===== src/rtl/pcm_tsi_pkg.sv =====
// Shared constants, helper function and strobe type for the PCM time-slot
// interface. Assumes 8-bit slots.
package pcm_tsi_pkg;

    localparam int SLOT_BITS = 8;
    localparam int BIT_IDX_W = 3;

    // Width of a counter that spans every bit position of a frame.
    function automatic int pos_width(input int num_slots);
        return $clog2(num_slots * SLOT_BITS);
    endfunction

    // Registered bit-clock strobes for one direction, valid together with
    // the timer state they describe.
    typedef struct packed {
        logic tick_r;       // a rising bit-clock edge was just processed
        logic tick_f;       // a falling bit-clock edge was just processed
        logic frame_start;  // the processed rising edge was bit 0 of slot 0
    } slot_strobe_t;

endpackage


===== src/rtl/pcm_bclk_edge.sv =====
// Bit-clock edge detector. It turns the bit-clock level into one-cycle rise
// and fall strobes in the system clock domain. Assumes bit_clk is already
// synchronous to clk and that each phase lasts at least two clk cycles.
module pcm_bclk_edge (
    input  logic clk,
    input  logic rst_n,
    input  logic bit_clk,
    output logic rise,
    output logic fall
);

    logic bclk_q;

    // Remember the bit-clock level of the previous system cycle.
    always_ff @(posedge clk) begin
        if (!rst_n) bclk_q <= 1'b0;
        else        bclk_q <= bit_clk;
    end

    assign rise = bit_clk & ~bclk_q;
    assign fall = ~bit_clk & bclk_q;

endmodule


===== src/rtl/pcm_slot_timer.sv =====
// Per-direction frame and slot timer. It tracks the bit position within
// the frame from the frame-sync leading edge. In delayed timing it uses the
// sync seen at a falling edge, with counter-based slot selection. In
// non-delayed timing it uses the sync seen at a rising edge, with slot 0
// only. The counter stops after the last slot until the next sync.
// Assumes NUM_SLOTS >= 2 and configuration stable during a frame.
module pcm_slot_timer
    import pcm_tsi_pkg::*;
#(
    parameter int NUM_SLOTS = 32,
    parameter int SEL_W     = 6
) (
    input  logic                 clk,
    input  logic                 rst_n,
    input  logic                 rise,
    input  logic                 fall,
    input  logic                 fsync,
    input  logic                 delayed,
    input  logic [SEL_W-1:0]     slot_sel,
    input  logic                 slot_en,
    output slot_strobe_t         strobe,
    output logic                 in_slot,
    output logic [BIT_IDX_W-1:0] bit_idx
);

    localparam int POS_W    = pos_width(NUM_SLOTS);
    localparam int SLOT_FW  = POS_W - BIT_IDX_W;
    localparam int LAST_POS = NUM_SLOTS * SLOT_BITS - 1;
    localparam int CW       = SEL_W + SLOT_FW;

    logic             fs_at_rise;
    logic             fs_at_fall;
    logic             armed;
    logic             active;
    logic [POS_W-1:0] pos;
    logic             start;
    logic             slot_hit;

    // A frame begins on a rising edge: armed by a falling-edge sync, or a fresh sync.
    assign start = delayed ? armed : (fsync & ~fs_at_rise);

    // Advance the frame position on rising edges and arm on delayed syncs.
    always_ff @(posedge clk) begin
        if (!rst_n) begin
            fs_at_rise          <= 1'b0;
            fs_at_fall          <= 1'b0;
            armed               <= 1'b0;
            active              <= 1'b0;
            pos                 <= '0;
            strobe.tick_r       <= 1'b0;
            strobe.tick_f       <= 1'b0;
            strobe.frame_start  <= 1'b0;
        end else begin
            strobe.tick_r      <= rise;
            strobe.tick_f      <= fall;
            strobe.frame_start <= rise & start;
            if (rise) begin
                fs_at_rise <= fsync;
                armed      <= 1'b0;
                if (start) begin
                    pos    <= '0;
                    active <= 1'b1;
                end else if (active) begin
                    if (pos == POS_W'(LAST_POS)) active <= 1'b0;
                    else                         pos    <= pos + POS_W'(1);
                end
            end
            if (fall) begin
                fs_at_fall <= fsync;
                if (delayed && fsync && !fs_at_fall) armed <= 1'b1;
            end
        end
    end

    // Compare the current slot with the programmed one (slot 0 when not delayed).
    always_comb begin
        if (delayed) slot_hit = (CW'(pos[POS_W-1:BIT_IDX_W]) == CW'(slot_sel));
        else         slot_hit = (pos[POS_W-1:BIT_IDX_W] == '0);
    end

    assign in_slot = active & slot_en & slot_hit;
    assign bit_idx = pos[BIT_IDX_W-1:0];

    // within a running frame every processed rising edge advances by one bit.
    assert_pos_steps_R3: assert property (@(posedge clk) disable iff (!rst_n)
        (strobe.tick_r && active && !strobe.frame_start) |-> (pos == $past(pos) + POS_W'(1)));

    // a frame start always leaves the timer running from position zero.
    assert_start_at_zero_R3: assert property (@(posedge clk) disable iff (!rst_n)
        strobe.frame_start |-> (active && pos == '0));

endmodule


===== src/rtl/pcm_tx_shifter.sv =====
// Transmit slot shifter. It loads the sample at the first bit of the
// assigned slot and shifts it out MSB first on processed rising edges. It
// drives the pad enable and the active-low line-driver enable; the latter is
// released at the falling edge inside bit 7. It also gates transmission
// after power-up until the second frame start.
module pcm_tx_shifter
    import pcm_tsi_pkg::*;
(
    input  logic                 clk,
    input  logic                 rst_n,
    input  slot_strobe_t         strobe,
    input  logic                 in_slot,
    input  logic [BIT_IDX_W-1:0] bit_idx,
    input  logic                 power_down,
    input  logic [7:0]           sample,
    output logic                 ser_out,
    output logic                 ser_oe,
    output logic                 drv_n
);

    logic [1:0] syncs_seen;
    logic [1:0] syncs_next;
    logic       go;
    logic [7:0] shreg;

    // Count frame starts since power-up, saturating at two.
    always_comb begin
        syncs_next = syncs_seen;
        if (strobe.frame_start && syncs_seen != 2'd2) syncs_next = syncs_seen + 2'd1;
    end
    assign go = (syncs_next == 2'd2);

    // Track frame syncs seen since the last power-down or reset.
    always_ff @(posedge clk) begin
        if (!rst_n || power_down) syncs_seen <= 2'd0;
        else                      syncs_seen <= syncs_next;
    end

    // Drive serial data, pad enable and driver enable across the slot.
    always_ff @(posedge clk) begin
        if (!rst_n || power_down) begin
            ser_out <= 1'b0;
            ser_oe  <= 1'b0;
            drv_n   <= 1'b1;
            shreg   <= '0;
        end else begin
            if (strobe.tick_r) begin
                if (in_slot && bit_idx == '0 && go) begin
                    ser_oe  <= 1'b1;
                    ser_out <= sample[7];
                    shreg   <= {sample[6:0], 1'b0};
                    drv_n   <= 1'b0;
                end else if (in_slot && ser_oe) begin
                    ser_out <= shreg[7];
                    shreg   <= {shreg[6:0], 1'b0};
                end else begin
                    ser_oe  <= 1'b0;
                    ser_out <= 1'b0;
                    drv_n   <= 1'b1;
                end
            end
            if (strobe.tick_f && in_slot && bit_idx == BIT_IDX_W'(7)) drv_n <= 1'b1;
        end
    end

    // the line driver is only enabled while the slot is being driven.
    assert_drv_inside_drive_R5: assert property (@(posedge clk) disable iff (!rst_n)
        !drv_n |-> ser_oe);

    // power-down silences the transmit outputs on the next cycle.
    assert_quiet_after_pwrdn_R10: assert property (@(posedge clk) disable iff (!rst_n)
        power_down |=> (!ser_oe && drv_n));

    // transmission only happens once two frame syncs have been seen.
    assert_oe_after_two_syncs_R10: assert property (@(posedge clk) disable iff (!rst_n)
        ser_oe |-> (syncs_seen == 2'd2));

endmodule


===== src/rtl/pcm_rx_shifter.sv =====
// Receive slot shifter. It samples the serial input at each processed
// falling edge of the assigned slot, MSB first. After the eighth sample it
// updates the output byte and emits a one-cycle valid pulse. Inactive while
// powered down.
module pcm_rx_shifter
    import pcm_tsi_pkg::*;
(
    input  logic                 clk,
    input  logic                 rst_n,
    input  slot_strobe_t         strobe,
    input  logic                 in_slot,
    input  logic [BIT_IDX_W-1:0] bit_idx,
    input  logic                 power_down,
    input  logic                 ser_in,
    output logic [7:0]           byte_out,
    output logic                 byte_vld
);

    logic [6:0] shreg;

    // Assemble bits on falling edges and publish the byte after bit 7.
    always_ff @(posedge clk) begin
        if (!rst_n) begin
            shreg    <= '0;
            byte_out <= '0;
            byte_vld <= 1'b0;
        end else begin
            byte_vld <= 1'b0;
            if (strobe.tick_f && in_slot && !power_down) begin
                shreg <= {shreg[5:0], ser_in};
                if (bit_idx == BIT_IDX_W'(7)) begin
                    byte_out <= {shreg, ser_in};
                    byte_vld <= 1'b1;
                end
            end
        end
    end

    // the valid indication never lasts longer than one cycle.
    assert_vld_single_R6: assert property (@(posedge clk) disable iff (!rst_n)
        byte_vld |=> !byte_vld);

    // a byte only completes right after a processed falling edge.
    assert_vld_follows_fall_R6: assert property (@(posedge clk) disable iff (!rst_n)
        byte_vld |-> $past(strobe.tick_f));

endmodule


===== src/rtl/pcm_tsi.sv =====
// PCM time-slot serial interface top. It shares one bit-clock edge
// detector between an independent transmit timer/shifter pair and receive
// timer/shifter pair. Assumes all inputs are synchronous to clk and that
// configuration changes only between frames.
module pcm_tsi
    import pcm_tsi_pkg::*;
#(
    parameter int NUM_SLOTS = 32,
    parameter int SEL_W     = 6
) (
    input  logic             clk,
    input  logic             rst_n,
    input  logic             bit_clk,
    input  logic             tx_fsync,
    input  logic             rx_fsync,
    input  logic             delayed_mode,
    input  logic             power_down,
    input  logic [SEL_W-1:0] tx_slot,
    input  logic             tx_slot_en,
    input  logic [SEL_W-1:0] rx_slot,
    input  logic             rx_slot_en,
    input  logic [7:0]       tx_sample,
    input  logic             rx_serial_in,
    output logic             tx_serial_out,
    output logic             tx_serial_oe,
    output logic             line_drv_en_n,
    output logic [7:0]       rx_sample,
    output logic             rx_sample_vld
);

    logic                 rise;
    logic                 fall;
    logic                 rx_in_q;
    slot_strobe_t         tx_strobe;
    slot_strobe_t         rx_strobe;
    logic                 tx_in_slot;
    logic                 rx_in_slot;
    logic [BIT_IDX_W-1:0] tx_bit;
    logic [BIT_IDX_W-1:0] rx_bit;

    pcm_bclk_edge u_edge (
        .clk     (clk),
        .rst_n   (rst_n),
        .bit_clk (bit_clk),
        .rise    (rise),
        .fall    (fall)
    );

    // Align the receive data with the registered falling-edge strobe.
    always_ff @(posedge clk) begin
        if (!rst_n) rx_in_q <= 1'b0;
        else        rx_in_q <= rx_serial_in;
    end

    pcm_slot_timer #(.NUM_SLOTS(NUM_SLOTS), .SEL_W(SEL_W)) u_tx_timer (
        .clk      (clk),
        .rst_n    (rst_n),
        .rise     (rise),
        .fall     (fall),
        .fsync    (tx_fsync),
        .delayed  (delayed_mode),
        .slot_sel (tx_slot),
        .slot_en  (tx_slot_en),
        .strobe   (tx_strobe),
        .in_slot  (tx_in_slot),
        .bit_idx  (tx_bit)
    );

    pcm_slot_timer #(.NUM_SLOTS(NUM_SLOTS), .SEL_W(SEL_W)) u_rx_timer (
        .clk      (clk),
        .rst_n    (rst_n),
        .rise     (rise),
        .fall     (fall),
        .fsync    (rx_fsync),
        .delayed  (delayed_mode),
        .slot_sel (rx_slot),
        .slot_en  (rx_slot_en),
        .strobe   (rx_strobe),
        .in_slot  (rx_in_slot),
        .bit_idx  (rx_bit)
    );

    pcm_tx_shifter u_tx (
        .clk        (clk),
        .rst_n      (rst_n),
        .strobe     (tx_strobe),
        .in_slot    (tx_in_slot),
        .bit_idx    (tx_bit),
        .power_down (power_down),
        .sample     (tx_sample),
        .ser_out    (tx_serial_out),
        .ser_oe     (tx_serial_oe),
        .drv_n      (line_drv_en_n)
    );

    pcm_rx_shifter u_rx (
        .clk        (clk),
        .rst_n      (rst_n),
        .strobe     (rx_strobe),
        .in_slot    (rx_in_slot),
        .bit_idx    (rx_bit),
        .power_down (power_down),
        .ser_in     (rx_in_q),
        .byte_out   (rx_sample),
        .byte_vld   (rx_sample_vld)
    );

    // coming out of reset the transmit side is idle.
    assert_idle_after_reset_R1: assert property (@(posedge clk)
        $rose(rst_n) |-> (!tx_serial_oe && line_drv_en_n && !rx_sample_vld));

endmodule


===== config.mk =====
export PLATFORM = sky130hd
export DESIGN_NAME = pcm_tsi
export DESIGN_NICKNAME = d
export VERILOG_FILES = /design/src/rtl/pcm_tsi_pkg.sv /design/src/rtl/pcm_bclk_edge.sv /design/src/rtl/pcm_slot_timer.sv /design/src/rtl/pcm_tx_shifter.sv /design/src/rtl/pcm_rx_shifter.sv /design/src/rtl/pcm_tsi.sv
export SDC_FILE = /design/constraint.sdc
export NUM_CORES = 1
export LEC_CHECK = 0
export BUFFER_PORTS_ARGS = -buffer_cell sky130_fd_sc_hd__buf_2
export CAP_MARGIN = 20
export CORE_ASPECT_RATIO = 0.5
export CORE_UTILIZATION = 38
export DETAILED_ROUTE_END_ITERATION = 12
export PLACE_DENSITY_LB_ADDON = 0.08
export REMOVE_ABC_BUFFERS = 1
export SYNTH_ARGS = -nofsm -noshare
export SYNTH_HDL_FRONTEND = slang
export SYNTH_HIERARCHICAL = 1
export SYNTH_SLANG_ARGS = --single-unit

===== constraint.sdc =====
create_clock -name clk -period 2.25 [get_ports clk]
set_clock_uncertainty 0.15 [all_clocks]
set_input_delay 0.1125 -clock clk [delete_from_list [all_inputs] [get_ports clk]]
set_output_delay 0.1125 -clock clk [all_outputs]
set_load 0.02 [all_outputs]

==> run metrics <==
critical path required time 2.31 ns; syn_area_per_cell ~9 sq um; Setup crit start kind flop; final hold slack a little over 0.01 ns; Area Overhead vs Synth 24.1%; CTS Buf Count 9; met3 Usage GRT approximately 6.2%; I/O Buffers 41; RSZ-0062 raised after global routing true; largest net degree at the start of global routing 31; cell count after synthesis 348; met2 GRT Util around 31%; via count 2,708; worst slack at placement -0.0607 ns; crit end category flop; commonest non-fill, non-tap cell in the layout dfxtp_1; fin. max-slew vios 0; CP Max Fanout 7; clock sinks between 50 and 60; dpl hpwl a little over 5000 um; row cnt 23; Fmax achieved roughly 440 MHz; height of the die ~67 um; Starting Density 39.4%; initial drt markers approximately 130; max incr delay on CP between 0.5 and 0.6 ns; worst slew pin tran 0.568 ns; Worst-path clk slew 0.05 ns; Cell Pwr Density 680 nW/um^2; setup_tns -0.00816 ns; dpl cells 497; worst hold path class in -> reg; global route overflow 0; CTS Buffer Depth 2; worst skew pair latency about 0.32 ns; worst r2r path cells 9; leakage 1.63 nW; vias in the first global route ~2,600; # H-tree levels 3; first-pass GRT wire length between 10,000 and 15,000 um; Slew headroom 61.8%; critical path cell sequence or4_4 -> nor3_2 -> a31o_1 -> and3_4 -> nand3_1 -> buf_4 -> mux2_2 -> a21oi_1 -> a211oi_2; layout cells sized above 1 a little over a quarter; synth warn 6; Post-Layout Cell Count 519; drt pass-1 iters 4; Final ANT Viol Nets 0; Die Width 131 um; Final setup violation count 2; max-cap check violation count 0; Final Cycle Share 100%; Worst VDD drop about 0.41 mV; initial antenna violation count 0; cell area after synthesis roughly 3200 sq um; Final nets ~440; DRC Markers 0; Diodes inserted 0; Cell Area, Placed approximately 3500 sq um; outcome complete, but fails checks; routing usage on met1 a little over a fifth; CTS tree built; Pwr Total around 2.7 mW; final worst slack -0.00707 ns; WL final between 7000 and 8000 um; Via density between 5 and 6; IO Pins between 40 and 50; routed length per placed instance 13.6 um; Most Crowded Layer GR met2; crit path kind reg -> reg; Worst Path Arrival 2.32 ns; Final Instance Area about 3900 sq um; root buffer cell clkbuf_16; fin crit period roughly 2.3 ns; failing checks negative setup slack; commonest non-fill, non-tap cells in the layout dfxtp_1, buf_2, nand2_1, mux2i_1, buf_4; gpl congestion 0.775; Placeable Area slightly above 8000 sq um; final core utilization about half; final hold violation count 0; Worst path slowest cell or4_4; Filler cells about 760; Total GRT Usage 18.0%; hold depth 3; Die ar. ~8800 sq um
[path summary, 6_finish.rpt]
kind,from,slack (ns),to
worst min-delay path,tx_sample[7],0.01,u_tx/ser_out
worst min register to register,u_rx/byte_out[6],0.30,u_rx/byte_out[6]
worst max-delay path,u_tx_timer/pos[3],-0.007,u_tx/shreg[3]
worst max register to register,u_tx_timer/pos[3],-0.007,u_tx/shreg[3]
[sequential cells by signal, indices dropped and copies added, names as in the netlist, 2 cells and up]
signal,count
u_rx/byte_out,8
u_rx_timer/pos,8
u_tx_timer/pos,8
u_rx/shreg,7
u_tx/shreg,7
u_tx_timer/strobe,3
u_tx/syncs_seen,2
[metal layers]
layer | vias up | share of wire [%]
li1 | 1367 | -
met1 | 1272 | 45
met2 | 58 | 49
met3 | 11 | 5.0
met4 | 0 | 1.4
met5 | - | 0
[final cells by class]
| class | instances | area [sq um] | share of cell area [%] |
|---|---|---|---|
| multi-input cells | 257 | 1820 | 46.3 |
| flip-flops and latches | 58 | 1160 | 29.5 |
| repair buffers | 73 | 487 | 12.3 |
| clock buffers | 15 | 288 | 7.30 |
| well taps | 112 | 140 | 3.56 |
| clock inverters | 1 | 30.0 | 0.762 |
| inverters | 3 | 11.3 | 0.286 |
[repair_timing]
item / in CTS / in global routing
setup endpoints to repair: 8 / 9
pin swaps: 0 / 4
hold buffers: 5 / 0
gates resized for setup: 2 / 3
endpoints found under the hold margin: 9 / 0
setup buffers: 1 / 0
[worst max-delay path, delay by kind of cell, from the launching register on]
family	cells	cell delay, ns
DFF	1	0.30
muxes	1	0.27
AOI/OAI and AO/OA	3	0.34
buffers and inverters	1	0.17
and+or+nand+nor	4	0.92
[report_power, final]
part / switching (mW) / internal [mW]
combinational: 0.106 / 0.0895
sequential: 0.0117 / 1.04
clock: 0.452 / 0.978
Power figures use the tool's default switching activity.
